## src/rtl/exc_entry_pkg.sv

```systemverilog
package exc_entry_pkg;

  typedef enum logic [2:0] {
    EK_GENERAL  = 3'd0,
    EK_TRAP     = 3'd1,
    EK_TLB      = 3'd2,
    EK_MULTIHIT = 3'd3,
    EK_IRQ      = 3'd4,
    EK_RESET    = 3'd5
  } entry_kind_e;

  typedef enum logic [1:0] {
    VS_BOOT    = 2'd0,
    VS_GENERAL = 2'd1,
    VS_TLB     = 2'd2,
    VS_IRQ     = 2'd3
  } vec_sel_e;

  // status register bit positions decoded by the core
  localparam int SR_MD_BIT    = 30;
  localparam int SR_RB_BIT    = 29;
  localparam int SR_BL_BIT    = 28;
  localparam int SR_FD_BIT    = 15;
  localparam int SR_IMASK_LSB = 4;
  localparam int SR_IMASK_W   = 4;

  typedef struct packed {
    logic     take;
    logic     boot;
    logic     manual;
    logic     save;
    logic     wr_expevt;
    logic     wr_intevt;
    logic     wr_tra;
    logic     wr_tlb;
    logic     spc_next;
    vec_sel_e vec;
  } entry_plan_t;

endpackage

```

## src/rtl/exc_entry_classify.sv

```systemverilog
module exc_entry_classify
  import exc_entry_pkg::*;
(
  input  logic        req_valid,
  input  logic [2:0]  req_kind,
  input  logic        blocked,
  output entry_plan_t plan
);

  always_comb begin
    plan.take      = 1'b0;
    plan.boot      = 1'b0;
    plan.manual    = 1'b0;
    plan.save      = 1'b0;
    plan.wr_expevt = 1'b0;
    plan.wr_intevt = 1'b0;
    plan.wr_tra    = 1'b0;
    plan.wr_tlb    = 1'b0;
    plan.spc_next  = 1'b0;
    plan.vec       = VS_BOOT;
    if (req_valid) begin
      case (req_kind)
        EK_GENERAL: begin
          plan.take      = 1'b1;
          plan.wr_expevt = 1'b1;
          if (blocked) begin
            plan.boot   = 1'b1;
            plan.manual = 1'b1;
            plan.vec    = VS_BOOT;
          end else begin
            plan.save = 1'b1;
            plan.vec  = VS_GENERAL;
          end
        end
        EK_TRAP: begin
          plan.take      = 1'b1;
          plan.save      = 1'b1;
          plan.wr_expevt = 1'b1;
          plan.wr_tra    = 1'b1;
          plan.vec       = VS_GENERAL;
        end
        EK_TLB: begin
          plan.take      = 1'b1;
          plan.save      = 1'b1;
          plan.wr_expevt = 1'b1;
          plan.wr_tlb    = 1'b1;
          plan.vec       = VS_TLB;
        end
        EK_MULTIHIT: begin
          plan.take      = 1'b1;
          plan.boot      = 1'b1;
          plan.wr_expevt = 1'b1;
          plan.wr_tlb    = 1'b1;
          plan.vec       = VS_BOOT;
        end
        EK_IRQ: begin
          plan.take      = 1'b1;
          plan.save      = 1'b1;
          plan.wr_intevt = 1'b1;
          plan.spc_next  = 1'b1;
          plan.vec       = VS_IRQ;
        end
        EK_RESET: begin
          plan.take      = 1'b1;
          plan.boot      = 1'b1;
          plan.wr_expevt = 1'b1;
          plan.vec       = VS_BOOT;
        end
        default: begin
          plan.take = 1'b0;
        end
      endcase
    end
  end

endmodule

```

## src/rtl/exc_entry_vector.sv

```systemverilog
module exc_entry_vector
  import exc_entry_pkg::*;
#(
  parameter int               XLEN     = 32,
  parameter logic [XLEN-1:0]  RESET_PC = 32'hA000_0000,
  parameter logic [XLEN-1:0]  VEC_GEN  = 32'h0000_0100,
  parameter logic [XLEN-1:0]  VEC_TLB  = 32'h0000_0400,
  parameter logic [XLEN-1:0]  VEC_IRQ  = 32'h0000_0600
) (
  input  vec_sel_e        vec,
  input  logic [XLEN-1:0] vbr,
  output logic [XLEN-1:0] pc_new,
  output logic [XLEN-1:0] pc_follow
);

  localparam logic [XLEN-1:0] INSN_BYTES = XLEN'(2);

  logic [XLEN-1:0] offset;

  always_comb begin
    case (vec)
      VS_TLB:  offset = VEC_TLB;
      VS_IRQ:  offset = VEC_IRQ;
      default: offset = VEC_GEN;
    endcase
  end

  always_comb begin
    if (vec == VS_BOOT) pc_new = RESET_PC;
    else                pc_new = vbr + offset;
    pc_follow = pc_new + INSN_BYTES;
  end

endmodule

```

## src/rtl/exc_entry_sr.sv

```systemverilog
module exc_entry_sr
  import exc_entry_pkg::*;
#(
  parameter int XLEN = 32
) (
  input  logic [XLEN-1:0] cur_sr,
  input  logic            boot,
  output logic [XLEN-1:0] sr_new
);

  localparam logic [XLEN-1:0] PRIV_SET =
    (XLEN'(1) << SR_MD_BIT) | (XLEN'(1) << SR_RB_BIT) | (XLEN'(1) << SR_BL_BIT);
  localparam logic [XLEN-1:0] MASK_SET =
    XLEN'(((1 << SR_IMASK_W) - 1) << SR_IMASK_LSB);
  localparam logic [XLEN-1:0] FD_CLR = ~(XLEN'(1) << SR_FD_BIT);

  always_comb begin
    sr_new = cur_sr | PRIV_SET;
    if (boot) sr_new = (sr_new | MASK_SET) & FD_CLR;
  end

endmodule

```

## src/rtl/exc_entry_evtregs.sv

```systemverilog
module exc_entry_evtregs #(
  parameter int                XLEN        = 32,
  parameter int                CODE_W      = 12,
  parameter int                IMM_W       = 8,
  parameter int                PAGE_LSB    = 10,
  parameter logic [CODE_W-1:0] TRAP_CODE   = 12'h160,
  parameter logic [CODE_W-1:0] MANUAL_CODE = 12'h020
) (
  input  logic                manual,
  input  logic                is_trap,
  input  logic [CODE_W-1:0]   req_code,
  input  logic [IMM_W-1:0]    trap_imm,
  input  logic [XLEN-1:0]     fault_vpn,
  input  logic [PAGE_LSB-1:0] pteh_keep,
  output logic [CODE_W-1:0]   expevt_val,
  output logic [XLEN-1:0]     tra_val,
  output logic [XLEN-1:0]     pteh_val
);

  localparam int TRA_PAD = XLEN - IMM_W - 2;

  always_comb begin
    if (manual)       expevt_val = MANUAL_CODE;
    else if (is_trap) expevt_val = TRAP_CODE;
    else              expevt_val = req_code;
    tra_val  = {{TRA_PAD{1'b0}}, trap_imm, 2'b00};
    pteh_val = {fault_vpn[XLEN-1:PAGE_LSB], pteh_keep};
  end

endmodule

```

## src/rtl/exc_entry_seq.sv

```systemverilog
module exc_entry_seq
  import exc_entry_pkg::*;
#(
  parameter int                XLEN        = 32,
  parameter int                CODE_W      = 12,
  parameter int                IMM_W       = 8,
  parameter int                PAGE_LSB    = 10,
  parameter logic [XLEN-1:0]   RESET_PC    = 32'hA000_0000,
  parameter logic [XLEN-1:0]   VEC_GEN     = 32'h0000_0100,
  parameter logic [XLEN-1:0]   VEC_TLB     = 32'h0000_0400,
  parameter logic [XLEN-1:0]   VEC_IRQ     = 32'h0000_0600,
  parameter logic [CODE_W-1:0] TRAP_CODE   = 12'h160,
  parameter logic [CODE_W-1:0] MANUAL_CODE = 12'h020
) (
  input  logic                clk,
  input  logic                rst_n,
  input  logic                req_valid,
  input  logic [2:0]          req_kind,
  input  logic [CODE_W-1:0]   req_code,
  input  logic [IMM_W-1:0]    trap_imm,
  input  logic [XLEN-1:0]     fault_vpn,
  input  logic [XLEN-1:0]     cur_pc,
  input  logic [XLEN-1:0]     cur_next_pc,
  input  logic [XLEN-1:0]     cur_sr,
  input  logic [XLEN-1:0]     cur_r15,
  input  logic [XLEN-1:0]     cur_vbr,
  input  logic [PAGE_LSB-1:0] pteh_keep,
  output logic                ent_valid,
  output logic [XLEN-1:0]     pc_out,
  output logic [XLEN-1:0]     new_pc_out,
  output logic                sr_we,
  output logic [XLEN-1:0]     sr_out,
  output logic                delay_clr,
  output logic                save_we,
  output logic [XLEN-1:0]     ssr_out,
  output logic [XLEN-1:0]     spc_out,
  output logic [XLEN-1:0]     sgr_out,
  output logic                vbr_clr,
  output logic                expevt_we,
  output logic [CODE_W-1:0]   expevt_out,
  output logic                intevt_we,
  output logic [CODE_W-1:0]   intevt_out,
  output logic                tra_we,
  output logic [XLEN-1:0]     tra_out,
  output logic                tea_we,
  output logic [XLEN-1:0]     tea_out,
  output logic                pteh_we,
  output logic [XLEN-1:0]     pteh_out
);

  localparam int RST_STAGES = 2;

  // reset: asserted asynchronously, released on the clock
  logic [RST_STAGES-1:0] rst_pipe;
  logic                  rst_q_n;

  always_ff @(posedge clk or negedge rst_n) begin
    if (!rst_n) rst_pipe <= '0;
    else        rst_pipe <= {rst_pipe[RST_STAGES-2:0], 1'b1};
  end
  assign rst_q_n = rst_pipe[RST_STAGES-1];

  // decode and datapath
  entry_plan_t       plan;
  logic [XLEN-1:0]   pc_new, pc_follow, sr_new, tra_val, pteh_val;
  logic [CODE_W-1:0] expevt_val;

  exc_entry_classify u_classify (
    .req_valid (req_valid),
    .req_kind  (req_kind),
    .blocked   (cur_sr[SR_BL_BIT]),
    .plan      (plan)
  );

  exc_entry_vector #(
    .XLEN     (XLEN),
    .RESET_PC (RESET_PC),
    .VEC_GEN  (VEC_GEN),
    .VEC_TLB  (VEC_TLB),
    .VEC_IRQ  (VEC_IRQ)
  ) u_vector (
    .vec       (plan.vec),
    .vbr       (cur_vbr),
    .pc_new    (pc_new),
    .pc_follow (pc_follow)
  );

  exc_entry_sr #(.XLEN(XLEN)) u_sr (
    .cur_sr (cur_sr),
    .boot   (plan.boot),
    .sr_new (sr_new)
  );

  exc_entry_evtregs #(
    .XLEN        (XLEN),
    .CODE_W      (CODE_W),
    .IMM_W       (IMM_W),
    .PAGE_LSB    (PAGE_LSB),
    .TRAP_CODE   (TRAP_CODE),
    .MANUAL_CODE (MANUAL_CODE)
  ) u_evtregs (
    .manual     (plan.manual),
    .is_trap    (plan.wr_tra),
    .req_code   (req_code),
    .trap_imm   (trap_imm),
    .fault_vpn  (fault_vpn),
    .pteh_keep  (pteh_keep),
    .expevt_val (expevt_val),
    .tra_val    (tra_val),
    .pteh_val   (pteh_val)
  );

  // next state
  logic            ent_d, save_d, vbr_clr_d, expevt_d, intevt_d, tra_d, tlb_d;
  logic [XLEN-1:0] spc_d;

  always_comb begin
    ent_d     = plan.take;
    save_d    = plan.save;
    vbr_clr_d = plan.boot;
    expevt_d  = plan.wr_expevt;
    intevt_d  = plan.wr_intevt;
    tra_d     = plan.wr_tra;
    tlb_d     = plan.wr_tlb;
    spc_d     = plan.spc_next ? cur_next_pc : cur_pc;
  end

  // registers
  logic              ent_q, save_q, vbr_clr_q, expevt_q, intevt_q, tra_q, tlb_q;
  logic [XLEN-1:0]   pc_q, npc_q, sr_q, ssr_q, spc_q, sgr_q, tra_val_q, tea_q, pteh_q;
  logic [CODE_W-1:0] expevt_val_q, intevt_val_q;

  always_ff @(posedge clk or negedge rst_q_n) begin
    if (!rst_q_n) begin
      ent_q        <= 1'b0;
      save_q       <= 1'b0;
      vbr_clr_q    <= 1'b0;
      expevt_q     <= 1'b0;
      intevt_q     <= 1'b0;
      tra_q        <= 1'b0;
      tlb_q        <= 1'b0;
      pc_q         <= '0;
      npc_q        <= '0;
      sr_q         <= '0;
      ssr_q        <= '0;
      spc_q        <= '0;
      sgr_q        <= '0;
      expevt_val_q <= '0;
      intevt_val_q <= '0;
      tra_val_q    <= '0;
      tea_q        <= '0;
      pteh_q       <= '0;
    end else begin
      ent_q     <= ent_d;
      save_q    <= save_d;
      vbr_clr_q <= vbr_clr_d;
      expevt_q  <= expevt_d;
      intevt_q  <= intevt_d;
      tra_q     <= tra_d;
      tlb_q     <= tlb_d;
      if (ent_d) begin
        pc_q  <= pc_new;
        npc_q <= pc_follow;
        sr_q  <= sr_new;
      end
      if (save_d) begin
        ssr_q <= cur_sr;
        spc_q <= spc_d;
        sgr_q <= cur_r15;
      end
      if (expevt_d) expevt_val_q <= expevt_val;
      if (intevt_d) intevt_val_q <= req_code;
      if (tra_d)    tra_val_q    <= tra_val;
      if (tlb_d) begin
        tea_q  <= fault_vpn;
        pteh_q <= pteh_val;
      end
    end
  end

  assign ent_valid  = ent_q;
  assign sr_we      = ent_q;
  assign delay_clr  = ent_q;
  assign pc_out     = pc_q;
  assign new_pc_out = npc_q;
  assign sr_out     = sr_q;
  assign save_we    = save_q;
  assign ssr_out    = ssr_q;
  assign spc_out    = spc_q;
  assign sgr_out    = sgr_q;
  assign vbr_clr    = vbr_clr_q;
  assign expevt_we  = expevt_q;
  assign expevt_out = expevt_val_q;
  assign intevt_we  = intevt_q;
  assign intevt_out = intevt_val_q;
  assign tra_we     = tra_q;
  assign tra_out    = tra_val_q;
  assign tea_we     = tlb_q;
  assign tea_out    = tea_q;
  assign pteh_we    = tlb_q;
  assign pteh_out   = pteh_q;

  // properties
  AST_IDLE_NO_ENTRY: assert property (@(posedge clk) disable iff (!rst_q_n)
    !req_valid |=> !ent_valid);

  AST_QUIET_STROBES: assert property (@(posedge clk) disable iff (!rst_q_n)
    !ent_valid |-> !(save_we || vbr_clr || expevt_we || intevt_we || tra_we || tea_we || pteh_we));

  AST_PRIV_SR: assert property (@(posedge clk) disable iff (!rst_q_n)
    ent_valid |-> (sr_out[SR_MD_BIT] && sr_out[SR_RB_BIT] && sr_out[SR_BL_BIT]));

  AST_FOLLOW_PC: assert property (@(posedge clk) disable iff (!rst_q_n)
    ent_valid |-> (new_pc_out == pc_out + XLEN'(2)) && delay_clr);

  AST_BOOT_STATE: assert property (@(posedge clk) disable iff (!rst_q_n)
    vbr_clr |-> (pc_out == RESET_PC) && (&sr_out[SR_IMASK_LSB +: SR_IMASK_W])
                && !sr_out[SR_FD_BIT] && !save_we);

  AST_BL_ESCALATE: assert property (@(posedge clk) disable iff (!rst_q_n)
    (req_valid && req_kind == EK_GENERAL && cur_sr[SR_BL_BIT]) |=>
      (vbr_clr && expevt_we && expevt_out == MANUAL_CODE));

  AST_EVT_EXCLUSIVE: assert property (@(posedge clk) disable iff (!rst_q_n)
    ent_valid |-> !(expevt_we && intevt_we));

  AST_TRA_ALIGNED: assert property (@(posedge clk) disable iff (!rst_q_n)
    tra_we |-> (tra_out[1:0] == 2'b00));

  AST_TLB_PAIR: assert property (@(posedge clk) disable iff (!rst_q_n)
    tea_we |-> pteh_we && (pteh_out[XLEN-1:PAGE_LSB] == tea_out[XLEN-1:PAGE_LSB]));

  AST_UNKNOWN_KIND: assert property (@(posedge clk) disable iff (!rst_q_n)
    (req_valid && req_kind > 3'd5) |=> !ent_valid);

endmodule

```

## config.mk

```make
export PLATFORM = sky130hd
export DESIGN_NAME = exc_entry_seq
export DESIGN_NICKNAME = d
export VERILOG_FILES = /design/src/rtl/exc_entry_pkg.sv /design/src/rtl/exc_entry_classify.sv /design/src/rtl/exc_entry_vector.sv /design/src/rtl/exc_entry_sr.sv /design/src/rtl/exc_entry_evtregs.sv /design/src/rtl/exc_entry_seq.sv
export SDC_FILE = /design/constraint.sdc
export NUM_CORES = 1
export LEC_CHECK = 0
export BUFFER_PORTS_ARGS = -buffer_cell sky130_fd_sc_hd__buf_2
export CAP_MARGIN = 5
export CORE_AREA = 2 2 211 213
export DETAILED_ROUTE_END_ITERATION = 10
export DIE_AREA = 0 0 213 215
export HOLD_SLACK_MARGIN = 0.1
export REMOVE_ABC_BUFFERS = 1
export SLEW_MARGIN = 20
export SYNTH_ARGS = -nofsm -noshare
export SYNTH_HDL_FRONTEND = slang
export SYNTH_SLANG_ARGS = --single-unit
```

## constraint.sdc

```tcl
create_clock -name clk -period 13.86 [get_ports clk]
set_input_delay 4.158 -clock clk [delete_from_list [all_inputs] [get_ports clk]]
set_output_delay 4.158 -clock clk [all_outputs]
set_load 0.05 [all_outputs]
```

==> flow_summary.rst, run 1 <==
.. list-table::
   :header-rows: 1

   * - Metric
     - Value
   * - Main flop type after synthesis
     - sky130_fd_sc_hd__dfrtp_1
   * - Global-route usage over all layers
     - 0.171
   * - Worst R2R End
     - pc_out[21]
   * - Number of cell rows
     - between 70 and 80
   * - Post-route clock skew
     - a little under 0.007 ns
   * - Maximum fanout count along the critical path
     - between 40 and 50
   * - Category of the most critical setup path
     - primary input to register
   * - Crit end category
     - register
   * - Max cap viols
     - 0
   * - Die area
     - 0.0458 mm2
   * - Violation count after the first detailed-route iteration
     - 683
   * - Register cell area after layout
     - 0.00681 mm2
   * - Final worst path period need
     - between 7 and 8 ns
   * - Area occupied by multi-input gates
     - 0.00476 mm2
   * - Die height
     - 215 um
   * - Count of synthesis-stage warnings from yosys
     - 0
   * - Hold/Removal Path Class
     - register to register
   * - Sum of net half-perimeters after detailed placement
     - between 30000 and 40000 um
   * - Placer's final routability congestion estimate
     - 0.902
   * - Hold buffer count at CTS
     - 0
   * - Number of top-level pins
     - between 500 and 600
   * - Status
     - finished clean
   * - Critical path data required time
     - between 10 and 15 ns
   * - Worst path buffer plus inverter count
     - 3
   * - Top cells by area, synth
     - sky130_fd_sc_hd__dfrtp_1, sky130_fd_sc_hd__nand2_1, sky130_fd_sc_hd__mux2_2, sky130_fd_sc_hd__buf_4, sky130_fd_sc_hd__mux2i_1
   * - Number of placed cells counting well taps
     - 2221
   * - Arrival time at the worst endpoint
     - 8.35 ns
   * - Worst path slowest cell
     - sky130_fd_sc_hd__buf_4
   * - Area of the placeable core
     - about 0.044 mm2
   * - Average cell area after synthesis
     - around 10 um2
   * - Clk buf depth
     - 3
   * - First-pass GRT wire length
     - 60700 um
   * - Count of endpoints failing setup in the final report
     - 0
   * - Post-Route Utilization
     - 0.370
   * - Clock tree from TritonCTS
     - yes
   * - Maximum vdd ir drop
     - approximately 85 uV
   * - Number of enable flip-flop cells after synthesis
     - 0
   * - Startpoint class of the critical path
     - primary input
   * - Unrepaired setup endpoints after global routing
     - no
   * - Share of flip-flops with an asynchronous set or reset
     - 1.00
   * - Power Dens Cells
     - roughly 170 mW/mm2
   * - Yosys top cell area share
     - 0.559
   * - Die X-Extent
     - 213 um
   * - Detailed-route wire length
     - 40500 um
   * - Gates resized, CTS repair
     - 0
   * - Clock power share
     - 0.318
   * - Slew headroom
     - 0.319
   * - Insertion delay to the later sink of the worst-skew pair
     - ~0.57 ns
   * - Antenna Cells
     - 0
   * - Initial antenna violation count
     - 2
   * - Final slew viol count
     - 0
   * - Sum of negative setup slack
     - 0 ns
   * - Instance area after placement
     - roughly 0.015 mm2
   * - Transition time at the pin with the least slew margin
     - roughly 1.0 ns
   * - Iteration count of the initial detailed-routing pass
     - 7
   * - Filler-free cell count of the finished design
     - 2279
   * - Most common cell in the netlist
     - sky130_fd_sc_hd__nand2_1
   * - Cell count after synthesis
     - roughly 1200
   * - Peak per-stage delay on the critical path
     - 0.55 ns
   * - Static power due to leakage
     - between 0.008 and 0.009 uW
   * - Number of filler instances in the final layout
     - roughly 4500
   * - Worst path setup slack after routing
     - between 5 and 6 ns
   * - Synth-to-layout area growth
     - 32.9%
   * - End of the worst hold path
     - rst_pipe[1]
   * - Post-CTS setup-driven buffer insertion count
     - 0
   * - Final period util
     - 0.570
   * - Final global-route overflow total
     - 0
   * - Pin count of the biggest net entering global routing
     - roughly 150
   * - Fraction of layout instances using a drive strength above 1
     - 0.398
   * - Via count normalized by instance count
     - between 4 and 5
   * - Number of H-tree branching levels
     - 1
   * - Reg-to-reg slack, setup
     - roughly 12 ns
   * - Switching fraction of total power
     - 0.404
   * - Cell-by-cell trace of the critical path
     - buf_2 > a21bo_2 > or3_4 > clkinv_2 > buf_4 > and2_1 > ha_1 > nand4_1 > or4_4 > nor2_4 > and4_1 > and4_1 > mux2_1
   * - Total vias in the final route
     - a little over 10000
   * - Register-to-Register Path Depth
     - 1
   * - Critical path's top delay family
     - simple AND/OR/NAND/NOR gates
   * - Worst reg2reg path startpoint
     - rst_pipe[1]
   * - Cell internal power dissipation
     - ~1700 uW
   * - Routed WL per cell
     - ~18 um
   * - Most numerous cell types in the synthesized netlist
     - sky130_fd_sc_hd__nand2_1, sky130_fd_sc_hd__dfrtp_1, sky130_fd_sc_hd__mux2_2
   * - Sequential cell area fraction in the yosys report
     - 0.559
   * - Dominant cell type by area after synthesis
     - sky130_fd_sc_hd__dfrtp_1
   * - Initial Util
     - 0.279
   * - Number of synthesized register bits
     - 272
   * - Max frequency
     - 127 MHz
   * - Count of distinct cell types in the synthesized netlist
     - 67
   * - Combinational fraction of design power
     - 0.328
   * - Startpoint of the worst hold path
     - rst_pipe[0]
   * - Vias in the first global route
     - roughly 10000
   * - Synthesized cell area
     - 0.0122 mm2
   * - Net switching power figure
     - approximately 1100 uW
   * - Number of CTS-inserted buffers
     - 31
   * - Clock-pin slew on the worst setup and hold paths
     - 0.06 ns
   * - Number of hold violations in the final report
     - 0
   * - ANT nets after route
     - 0
   * - Clk root buf
     - sky130_fd_sc_hd__clkbuf_16
   * - Total number of clock tree sinks
     - about 270
   * - Critical path's most frequent cell
     - sky130_fd_sc_hd__and4_1
   * - Pre-CTS setup slack
     - 5.36 ns
   * - Instance count along the most critical hold path
     - 0
   * - Remaining DRCs
     - 0
   * - Layout Cell Area excl Fill
     - about 0.016 mm2
   * - Final layout net count
     - around 1900
   * - Power share of the sequential group
     - 0.355
   * - IO Port Bufs
     - 525
## worst max-delay path by stage
stage	start	to	slack (ns)	cells past startpoint
2_1_floorplan	req_kind[0]	new_pc_out[31]	5.22	11
3_3_place_gp	req_valid	new_pc_out[19]	5.42	13
3_5_place_dp	req_valid	new_pc_out[27]	5.36	13
4_1_cts	req_valid	new_pc_out[27]	5.96	13
5_1_grt	req_valid	new_pc_out[27]	5.72	13
6_report	req_valid	new_pc_out[27]	5.96	13
## cell type report
| class | count | area share |
|---|---|---|
| Sequential cell | 272 | 0.421 |
| Clock buffer | 41 | 0.0546 |
| Tap cell | 592 | 0.0458 |
| Clock inverter | 17 | 0.0138 |
| Inverter | 14 | 0.00333 |
| Timing Repair Buffer | 533 | 0.167 |
| Multi-Input combinational cell | 810 | 0.294 |
## power groups by stage
| stage | Combinational (uW) | Sequential [uW] | Clock, uW |
|---|---|---|---|
| 3_3_place_gp | 911 | 993 | 0 |
| 5_1_grt | 958 | 1000 | 942 |
| 3_5_place_dp | 916 | 998 | 0 |
| 2_1_floorplan | 163 | 1480 | 0 |
| 4_1_cts | 918 | 985 | 907 |
| 6_report | 909 | 984 | 881 |
## layout by cell type (no fill, tap or decap), drive strengths merged, types with 5 or more instances in the layout
cell type,Yosys,layout
and4,8,8
xnor2,14,14
and3,9,9
dfrtp,272,272
nor4,10,10
conb,2,25
clkinv,2,11
a21oi,26,26
xor2,10,10
o21ai,50,50
nand3,9,9
clkbuf,39,41
nor3,13,13
nor4b,6,6
a21o,18,18
nor2,40,40
and2,7,7
buf,75,533
inv,12,13
a211oi,7,7
mux2,66,66
mux2i,40,40
nand2b,7,7
nand4,14,14
nor2b,5,5
nand2,351,351
a2111oi,5,5
a22o,16,16
bufinv,0,5
o21a,6,6
## state kept, by name, indices dropped and copies added (netlist names), 2 cells and up
register    flops
new_pc_out     31
tea_out        32
spc_out        32
pc_out         32
pteh_out       10
sgr_out        32
tra_out         8
sr_out         30
rst_pipe        2
ssr_out        32
intevt_out     12
expevt_out     12
## metrics by stage
step | hold WS, ns | total power (uW)
floorplan | 0.331 | 1650
global placement | 0.341 | 1900
detailed placement | 0.339 | 1910
CTS | 0.359 | 2810
global route | 0.379 | 2900
finish | 0.357 | 2770
## cell families after synthesis
logic type                 after synthesis  share of synthesized area
buffers and inverters                  128                     0.0581
other                                    2                   0.000617
DFF                                    272                      0.559
and+or+nand+nor                        497                      0.182
xor gates and xnor gates                24                     0.0173
AOI/OAI and AO/OA                      153                     0.0833
muxes                                  106                     0.0940
adders and majority gates                5                    0.00576
## per-layer routing
layer | vias to the layer above | share of wire | global-route usage
li1 | 4893 | - | -
met1 | 4917 | 0.40 | 0.206
met2 | 368 | 0.48 | 0.287
met3 | 70 | 0.085 | 0.0482
met4 | 4 | 0.034 | 0.0634
met5 | - | 0.00049 | 0
No activity file was read; power rests on OpenSTA's default activity.
==> run 2, diff against run 1 <==
--- a/config.mk
+++ b/config.mk
@@ -7,9 +7,9 @@
 export LEC_CHECK = 0
 export BUFFER_PORTS_ARGS = -buffer_cell sky130_fd_sc_hd__buf_2
 export CAP_MARGIN = 5
-export CORE_AREA = 2 2 211 213
+export CORE_AREA = 2 2 217 219
 export DETAILED_ROUTE_END_ITERATION = 10
-export DIE_AREA = 0 0 213 215
+export DIE_AREA = 0 0 219 221
 export HOLD_SLACK_MARGIN = 0.1
 export REMOVE_ABC_BUFFERS = 1
 export SLEW_MARGIN = 20
==> constraint.sdc (replaced) <==
create_clock -name clk -period 7 [get_ports clk]
set_input_delay 2.1 -clock clk [delete_from_list [all_inputs] [get_ports clk]]
set_output_delay 2.1 -clock clk [all_outputs]
set_load 0.05 [all_outputs]
==> run 2 against run 1 <==
Compared with the run above: clock power grew 86%; critical path depth grew 1; die area grew 5.7%; total power grew 95%; largest cell class unchanged; largest power group unchanged.
==> flow_summary.rst, run 2 (synthesis gave the netlist of run 1 again) <==
.. list-table::
   :header-rows: 1

   * - Metric
     - Value
   * - Status
     - finished clean
   * - Number of cell rows
     - 79 (+2.6%)
   * - Category of the most critical setup path
     - primary input to register
   * - Startpoint class of the critical path
     - primary input
   * - Total vias in the final route
     - 10400 (+0.99%)
   * - Area of the placeable core
     - 0.0461 mm2 (+5.5%)
   * - Clk root buf
     - sky130_fd_sc_hd__clkbuf_16
   * - Iteration count of the initial detailed-routing pass
     - 5 (-2)
   * - Post-route clock skew
     - 0.00754 ns (+0.000732 ns)
   * - Final layout net count
     - 1895 (unchanged)
   * - Max frequency
     - ~180 MHz
   * - Power Dens Cells
     - 334 mW/mm2 (+95%)
   * - Global-route usage over all layers
     - 0.159 (-0.0118)
   * - Initial Util
     - 0.264 (-0.0146)
   * - Clk buf depth
     - 3 (unchanged)
   * - Insertion delay to the later sink of the worst-skew pair
     - 0.57 ns (about the same)
   * - Crit end category
     - register
   * - Post-CTS setup-driven buffer insertion count
     - 0 (unchanged)
   * - Worst path slowest cell
     - sky130_fd_sc_hd__or4b_4
   * - Unrepaired setup endpoints after global routing
     - no
   * - Vias in the first global route
     - 10100 (-2.5%)
   * - Hold/Removal Path Class
     - register to async pin
   * - Sum of net half-perimeters after detailed placement
     - 30700 um (+1.6%)
   * - Die X-Extent
     - 219 um (+2.8%)
   * - Static power due to leakage
     - 0.00841 uW (-0.34%)
   * - Clock-pin slew on the worst setup and hold paths
     - 0.06 ns (about the same)
   * - Pin count of the biggest net entering global routing
     - 170 (+16%)
   * - Sum of internal, switching and leakage power
     - 5400 uW (+95%)
   * - Filler-free cell count of the finished design
     - 2295 (+0.70%)
   * - IO Port Bufs
     - 525 (unchanged)
   * - Detailed-route wire length
     - 40500 um (about the same)
   * - Maximum vdd ir drop
     - 210 uV (+150%)
   * - Number of top-level pins
     - 550 (unchanged)
   * - Number of filler instances in the final layout
     - 4702 (+5.6%)
   * - Critical path data required time
     - 7.47 ns (-6.84 ns)
   * - ANT nets after route
     - 0 (unchanged)
   * - Number of placed cells counting well taps
     - 2235 (+0.63%)
   * - Top library cells by usage in the layout, fill and taps aside
     - sky130_fd_sc_hd__buf_2, sky130_fd_sc_hd__nand2_1, sky130_fd_sc_hd__dfrtp_1
   * - Post-Route Utilization
     - 0.350 (-0.0200)
   * - Critical path's most frequent cell
     - sky130_fd_sc_hd__inv_1
   * - Total number of clock tree sinks
     - 272 (unchanged)
   * - First-pass GRT wire length
     - 60000 um (-1.1%)
   * - Number of CTS-inserted buffers
     - 31 (unchanged)
   * - Peak per-stage delay on the critical path
     - 0.64 ns (+0.09 ns)
   * - Synth-to-layout area growth
     - 32.7%
   * - Arrival time at the worst endpoint
     - 5.96 ns (-2.39 ns)
   * - Via count normalized by instance count
     - 4.51 (+0.28%)
   * - Number of H-tree branching levels
     - 1 (unchanged)
   * - Slew headroom
     - 0.303 (-0.0168)
   * - Cell-by-cell trace of the critical path
     - buf_2 > xor2_1 > and3b_1 > inv_1 > ha_1 > inv_1 > fa_1 > nor2b_1 > nor2_1 > nor4_1 > o21ai_0 > or4b_4 > o31a_1 > o31ai_1
   * - Transition time at the pin with the least slew margin
     - 1.05 ns (+0.0252 ns)
   * - Number of hold violations in the final report
     - 0 (unchanged)
   * - Initial antenna violation count
     - 2 (unchanged)
   * - Clock tree from TritonCTS
     - yes
   * - Maximum fanout count along the critical path
     - 13 (-72%)
   * - Count of endpoints failing setup in the final report
     - 0 (unchanged)
   * - Routed WL per cell
     - 17.6 um (-0.75%)
   * - Die area
     - 0.0484 mm2 (+5.7%)
   * - Most frequent standard cell in the layout excluding fill and tap cells
     - sky130_fd_sc_hd__buf_2
   * - Remaining DRCs
     - 0 (unchanged)
   * - Violation count after the first detailed-route iteration
     - 667 (-2.3%)
   * - Gates resized, CTS repair
     - 0 (unchanged)
   * - Fraction of layout instances using a drive strength above 1
     - 0.395 (-0.00332)
   * - Final global-route overflow total
     - 0 (unchanged)
   * - Final worst path period need
     - roughly 5.5 ns
   * - Placer's final routability congestion estimate
     - 0.864 (-4.3%)
   * - Max cap viols
     - 0 (unchanged)
   * - Final slew viol count
     - 0 (unchanged)
   * - Hold buffer count at CTS
     - 0 (unchanged)
   * - Final period util
     - 0.784
   * - Die height
     - 221 um (+2.8%)
[run 2: metrics by stage]
stage	hold slack [ns]	setup WS [ns]	setup TNS (ns)	instance area (um2)
floorplan	0.331	-1.14	-308.24	11600
finish	0.264	1.52	0	16100
global route	0.304	1.29	0	16100
detailed placement	0.281	0.960	0	15100
CTS	0.283	1.60	0	16100
global placement	0.276	1.08	0	15100
[run 2: area by class of cell]
cell class	instances	area [um2]	share of cell area
multi-input combinational	810	4760	0.295
clock buffer	45	888	0.0550
inverter	14	53.8	0.00333
antenna	2	5.00	0.000310
clock inverter	12	149	0.00922
sequential	272	6810	0.422
tap	607	759	0.0470
timing repair buffer	533	2720	0.169
[run 2: per-layer routing]
layer | wire (um) | part of all wire | track usage | vias up
li1 | - | - | - | 4891
met1 | 16200 | 0.40 | 0.189 | 4994
met2 | 19900 | 0.49 | 0.277 | 409
met3 | 3320 | 0.082 | 0.0421 | 57
met4 | 1070 | 0.027 | 0.0503 | 2
met5 | 13 | 0.00032 | 0 | -
[run 2: path summary, 6_finish.rpt]
kind | from | endpoint | slack [ns] | cells past startpoint
worst min register to register | rst_pipe[1] | spc_out[0] | 0.26 | 0
worst max-delay path | req_kind[2] | new_pc_out[31] | 1.52 | 14
max in group asynchronous | rst_pipe[1] | tra_we | 5.37 | 2
worst max register to register | rst_pipe[1] | tra_we | 5.37 | 2
worst min-delay path | rst_pipe[1] | spc_out[0] | 0.26 | 0
min in group clk | rst_pipe[0] | rst_pipe[1] | 0.36 | 0
[run 2: report_power, final]
part	leakage, uW	switching (uW)	internal, uW	total [uW]
combinational	0.00455	1410	395	1800
clock	0.000510	656	988	1640
sequential	0.00335	135	1810	1950
[run 2: critical path, delay by kind of cell]
family	cells	cell delay [ns]
AO/OA/AOI/OAI	3	0.75
AND/OR/NAND/NOR	5	1.96
XOR/XNOR	1	0.17
adder cells (fa/ha/maj)	2	0.64
buffers and inverters	3	0.32
==> run 3, diff against run 2 <==
--- a/config.mk
+++ b/config.mk
@@ -5,11 +5,12 @@
 export SDC_FILE = /design/constraint.sdc
 export NUM_CORES = 1
 export LEC_CHECK = 0
+export ABC_AREA = 1
 export BUFFER_PORTS_ARGS = -buffer_cell sky130_fd_sc_hd__buf_2
 export CAP_MARGIN = 5
-export CORE_AREA = 2 2 217 219
+export CORE_AREA = 2 2 213 215
 export DETAILED_ROUTE_END_ITERATION = 10
-export DIE_AREA = 0 0 219 221
+export DIE_AREA = 0 0 215 217
 export HOLD_SLACK_MARGIN = 0.1
 export REMOVE_ABC_BUFFERS = 1
 export SLEW_MARGIN = 20
==> constraint.sdc (replaced) <==
create_clock -name clk -period 4.75 [get_ports clk]
set_input_delay 1.425 -clock clk [delete_from_list [all_inputs] [get_ports clk]]
set_output_delay 1.425 -clock clk [all_outputs]
set_load 0.05 [all_outputs]
==> run 3 against run 2 <==
Compared with the run above: flip-flop and latch count did not move; non-clock buffer count rose by 8; cell area rose by 1.6%; sequential power rose by 46%; hold slack improved by 0.094 ns; critical endpoint is now new_pc_out[26]; largest cell class unchanged.
==> flow_summary.rst, run 3 <==
.. list-table::
   :header-rows: 1

   * - Metric
     - Value
   * - Sequential cell area fraction in the yosys report
     - 0.548 (-0.0113)
   * - Count of synthesis-stage warnings from yosys
     - 0 (unchanged)
   * - Startpoint class of the critical path
     - primary input
   * - Main combinational cell family by area after synthesis
     - simple AND/OR/NAND/NOR gates
   * - Combinational fraction of design power
     - 0.330 (-0.004)
   * - Vias in the first global route
     - 11400 (+13%)
   * - Routed WL per cell
     - 16.1 um (-8.6%)
   * - Slew headroom
     - 0.454 (+0.152)
   * - Number of hold violations in the final report
     - 0 (unchanged)
   * - Number of placed cells counting well taps
     - 2581 (+15%)
   * - Most frequent standard cell in the layout excluding fill and tap cells
     - sky130_fd_sc_hd__nand2_1
   * - Maximum vdd ir drop
     - 237 uV (+13%)
   * - Die X-Extent
     - 215 um (-1.8%)
   * - Via count normalized by instance count
     - 4.40 (-2.5%)
   * - Synthesized cell area
     - 0.0124 mm2 (+2.1%)
   * - Arrival time at the worst endpoint
     - 4.43 ns (-1.53 ns)
   * - Fraction of layout instances using a drive strength above 1
     - 0.322 (-0.0729)
   * - Remaining DRCs
     - 0 (unchanged)
   * - Area occupied by multi-input gates
     - 0.00462 mm2 (-3.0%)
   * - Register cell area after layout
     - 0.00681 mm2 (unchanged)
   * - Number of CTS-inserted buffers
     - 30 (-3.2%)
   * - Transition time at the pin with the least slew margin
     - 0.819 ns (-0.227 ns)
   * - Total number of clock tree sinks
     - 272 (unchanged)
   * - Xor and xnor fraction of the mapped netlist area
     - 0.00494 (-0.0123)
   * - Worst R2R End
     - ssr_out[28]
   * - Switching fraction of total power
     - 0.408 (about the same)
   * - Post-route clock skew
     - 0.00685 ns (-0.000686 ns)
   * - IO Port Bufs
     - 525 (unchanged)
   * - Register-to-Register Path Depth
     - 1 (-1)
   * - Placer's final routability congestion estimate
     - 0.914 (+5.9%)
   * - Max frequency
     - between 200 and 300 MHz
   * - Reg-to-reg slack, setup
     - 3.22 ns (-2.15 ns)
   * - Max cap viols
     - 0 (unchanged)
   * - Most numerous cell types in the synthesized netlist
     - sky130_fd_sc_hd__nand2_1, sky130_fd_sc_hd__dfrtp_1, sky130_fd_sc_hd__o21ai_0
   * - Multiplexer area fraction after synthesis
     - 0 (-0.0940)
   * - Final worst path period need
     - approximately 4.0 ns
   * - Post-CTS setup-driven buffer insertion count
     - 0 (unchanged)
   * - Maximum fanout count along the critical path
     - 7 (-6)
   * - Number of H-tree branching levels
     - 1 (unchanged)
   * - Clk buf depth
     - 3 (unchanged)
   * - Clock power share
     - 0.297 (-0.008)
   * - Worst path setup slack after routing
     - 0.767 ns (-0.749 ns)
   * - Dominant cell type by area after synthesis
     - sky130_fd_sc_hd__dfrtp_1
   * - Filler-free cell count of the finished design
     - 2631 (+15%)
   * - Detailed-route wire length
     - 42400 um (+4.7%)
   * - Initial Util
     - 0.278 (+0.0137)
   * - Number of top-level pins
     - 550 (unchanged)
   * - Top cells by area, synth
     - sky130_fd_sc_hd__dfrtp_1, sky130_fd_sc_hd__nand2_1, sky130_fd_sc_hd__o21ai_0, sky130_fd_sc_hd__inv_1, sky130_fd_sc_hd__buf_4
   * - Die height
     - 217 um (-1.8%)
   * - Average cell area after synthesis
     - 8.13 um2 (-21%)
   * - Crit end category
     - register
   * - Status
     - finished clean
   * - Count of endpoints failing setup in the final report
     - 0 (unchanged)
   * - Share of flip-flops with an asynchronous set or reset
     - 1.00 (unchanged)
   * - Final global-route overflow total
     - 0 (unchanged)
   * - Cell internal power dissipation
     - 4530 uW (+42%)
   * - First-pass GRT wire length
     - 65500 um (+9.2%)
   * - Unrepaired setup endpoints after global routing
     - no
   * - Insertion delay to the later sink of the worst-skew pair
     - 0.55 ns (-0.02 ns)
   * - Count of distinct cell types in the synthesized netlist
     - 40 (-40%)
   * - Static power due to leakage
     - 0.00921 uW (+9.5%)
   * - Power share of the sequential group
     - 0.373 (+0.012)
   * - Worst reg2reg path startpoint
     - rst_pipe[1]
   * - Clock tree from TritonCTS
     - yes
   * - Main flop type after synthesis
     - sky130_fd_sc_hd__dfrtp_1
   * - Initial antenna violation count
     - 4 (+2)
   * - Final period util
     - 0.839
   * - Sum of net half-perimeters after detailed placement
     - 32000 um (+4.5%)
   * - Critical Path End
     - new_pc_out[26]
   * - Pre-CTS setup slack
     - 0.241 ns (-0.719 ns)
   * - Yosys top cell area share
     - 0.548 (-0.0113)
   * - Most common cell in the netlist
     - sky130_fd_sc_hd__nand2_1
   * - Iteration count of the initial detailed-routing pass
     - 5 (unchanged)
   * - Final slew viol count
     - 0 (unchanged)
   * - Number of enable flip-flop cells after synthesis
     - 0 (unchanged)
   * - Clk root buf
     - sky130_fd_sc_hd__clkbuf_16
   * - Category of the most critical setup path
     - primary input to register
   * - Hold buffer count at CTS
     - 0 (unchanged)
   * - Gates resized, CTS repair
     - 0 (unchanged)
   * - Number of cell rows
     - 78 (-1.3%)
   * - Crit path from
     - req_kind[1]
   * - Net switching power figure
     - 3120 uW (+42%)
   * - Pin count of the biggest net entering global routing
     - 159 (-6.5%)
   * - Top library cells by usage in the layout, fill and taps aside
     - sky130_fd_sc_hd__nand2_1, sky130_fd_sc_hd__buf_2, sky130_fd_sc_hd__dfrtp_1
   * - Number of filler instances in the final layout
     - 4729 (+0.57%)
   * - ANT nets after route
     - 0 (unchanged)
   * - Cell count after synthesis
     - 1528 (+29%)
   * - Synth-to-layout area growth
     - 32.0%
   * - Area fraction in compound gates after synthesis
     - 0.0738 (-0.00944)
   * - Power Dens Cells
     - 467 mW/mm2 (+40%)
   * - Die area
     - 0.0467 mm2 (-3.6%)
   * - Total vias in the final route
     - 11600 (+12%)
   * - Final layout net count
     - 2246 (+19%)
   * - Global-route usage over all layers
     - 0.177 (+0.0178)
   * - Clock-pin slew on the worst setup and hold paths
     - 0.06 ns (about the same)
   * - Adder-cell share of the synthesized area
     - 0.00564 (-0.000117)
   * - Number of synthesized register bits
     - 272 (unchanged)
   * - Area of the placeable core
     - 0.0447 mm2 (-3.0%)
   * - Area fraction in and, or, nand and nor cells after synthesis
     - 0.279 (+0.0973)
   * - Critical path data required time
     - 5.19 ns (-2.28 ns)
   * - Hold/Removal Path Class
     - register to register
   * - Violation count after the first detailed-route iteration
     - 734 (+10%)
## run 3: changes by cell type after synthesis, sizes merged, moves of 18 or more
cell | previous run | this run
nor2 | 40 | 93
or2 | 1 | 34
a21o | 18 | 0
nand2 | 351 | 638
inv | 12 | 118
nand3 | 9 | 62
mux2 | 66 | 0
mux2i | 40 | 0
o21ai | 50 | 138
a21oi | 26 | 6
## run 3: how the worst min path moves through the flow
stage	start	slack [ns]	end	cells after the start
after floorplan	rst_pipe[0]	0.33	rst_pipe[1]	0
after global placement	rst_pipe[0]	0.34	rst_pipe[1]	0
after detailed placement	rst_pipe[0]	0.35	rst_pipe[1]	0
after CTS	rst_pipe[0]	0.36	rst_pipe[1]	0
after global routing	rst_pipe[0]	0.36	rst_pipe[1]	0
final	rst_pipe[0]	0.36	rst_pipe[1]	0
## run 3: worst max-delay path, stage by stage
cell                       delay (ns)
sky130_fd_sc_hd__buf_2           0.17
sky130_fd_sc_hd__nor2_2          0.08
sky130_fd_sc_hd__nand3_2         0.07
sky130_fd_sc_hd__clkinv_1        0.10
sky130_fd_sc_hd__a21oi_1         0.20
sky130_fd_sc_hd__buf_4           0.17
sky130_fd_sc_hd__ha_1            0.17
sky130_fd_sc_hd__inv_1           0.06
sky130_fd_sc_hd__fa_1            0.38
sky130_fd_sc_hd__inv_1           0.10
sky130_fd_sc_hd__nand3_1         0.07
sky130_fd_sc_hd__nand2_1         0.19
sky130_fd_sc_hd__nand2_1         0.15
sky130_fd_sc_hd__nand2_1         0.08
sky130_fd_sc_hd__nand2_1         0.08
sky130_fd_sc_hd__nor2_2          0.13
sky130_fd_sc_hd__nand3_1         0.11
sky130_fd_sc_hd__nor2_1          0.11
sky130_fd_sc_hd__nand3_1         0.15
sky130_fd_sc_hd__nor2_4          0.18
sky130_fd_sc_hd__nand3_1         0.10
sky130_fd_sc_hd__nand2_1         0.09
sky130_fd_sc_hd__inv_1           0.04
## run 3: through the flow
step                      utilization  cell area (um2)  hold WS (ns)  TNS (ns)  power, uW
final                           0.367            16400         0.358         0       7650
after global routing            0.367            16400         0.363         0       8030
after CTS                       0.367            16400         0.365         0       7760
after detailed placement        0.345            15400         0.346         0       5440
after global placement          0.345            15400         0.339         0       5410
after floorplan                     -            11900         0.331   -925.82       4680
## run 3: kinds of logic (layout without fill, tap and decap cells)
logic type | count (synthesis) | count (layout)
AOI/OAI and AO/OA | 168 | 168
xor gates and xnor gates | 7 | 7
adders and majority gates | 5 | 5
buffers and inverters | 233 | 712
DFF | 272 | 272
other | 2 | 26
and+or+nand+nor | 841 | 841
## run 3: per-layer routing
layer / vias up / routed length (um) / global-route usage
li1: 5639 / - / -
met1: 5486 / 18300 / 0.232
met2: 385 / 20600 / 0.302
met3: 58 / 2650 / 0.0380
met4: 4 / 837 / 0.0354
met5: - / 25 / 0
## run 3: power by group through the flow
stage	combinational, uW	sequential, uW	clock [uW]
global placement	2530	2880	0
finish	2520	2850	2280
floorplan	449	4230	0
global route	2670	2900	2460
detailed placement	2540	2890	0
CTS	2550	2860	2360
## run 3: final cells by class
type,count,share of cell area
Clock buffer,45,0.0554
Timing Repair Buffer,541,0.171
Sequential cell,272,0.415
Tap cell,600,0.0458
Antenna cell,1,0.000153
Multi-Input combinational cell,1046,0.282
Clock inverter,4,0.00305
Inverter,122,0.0280
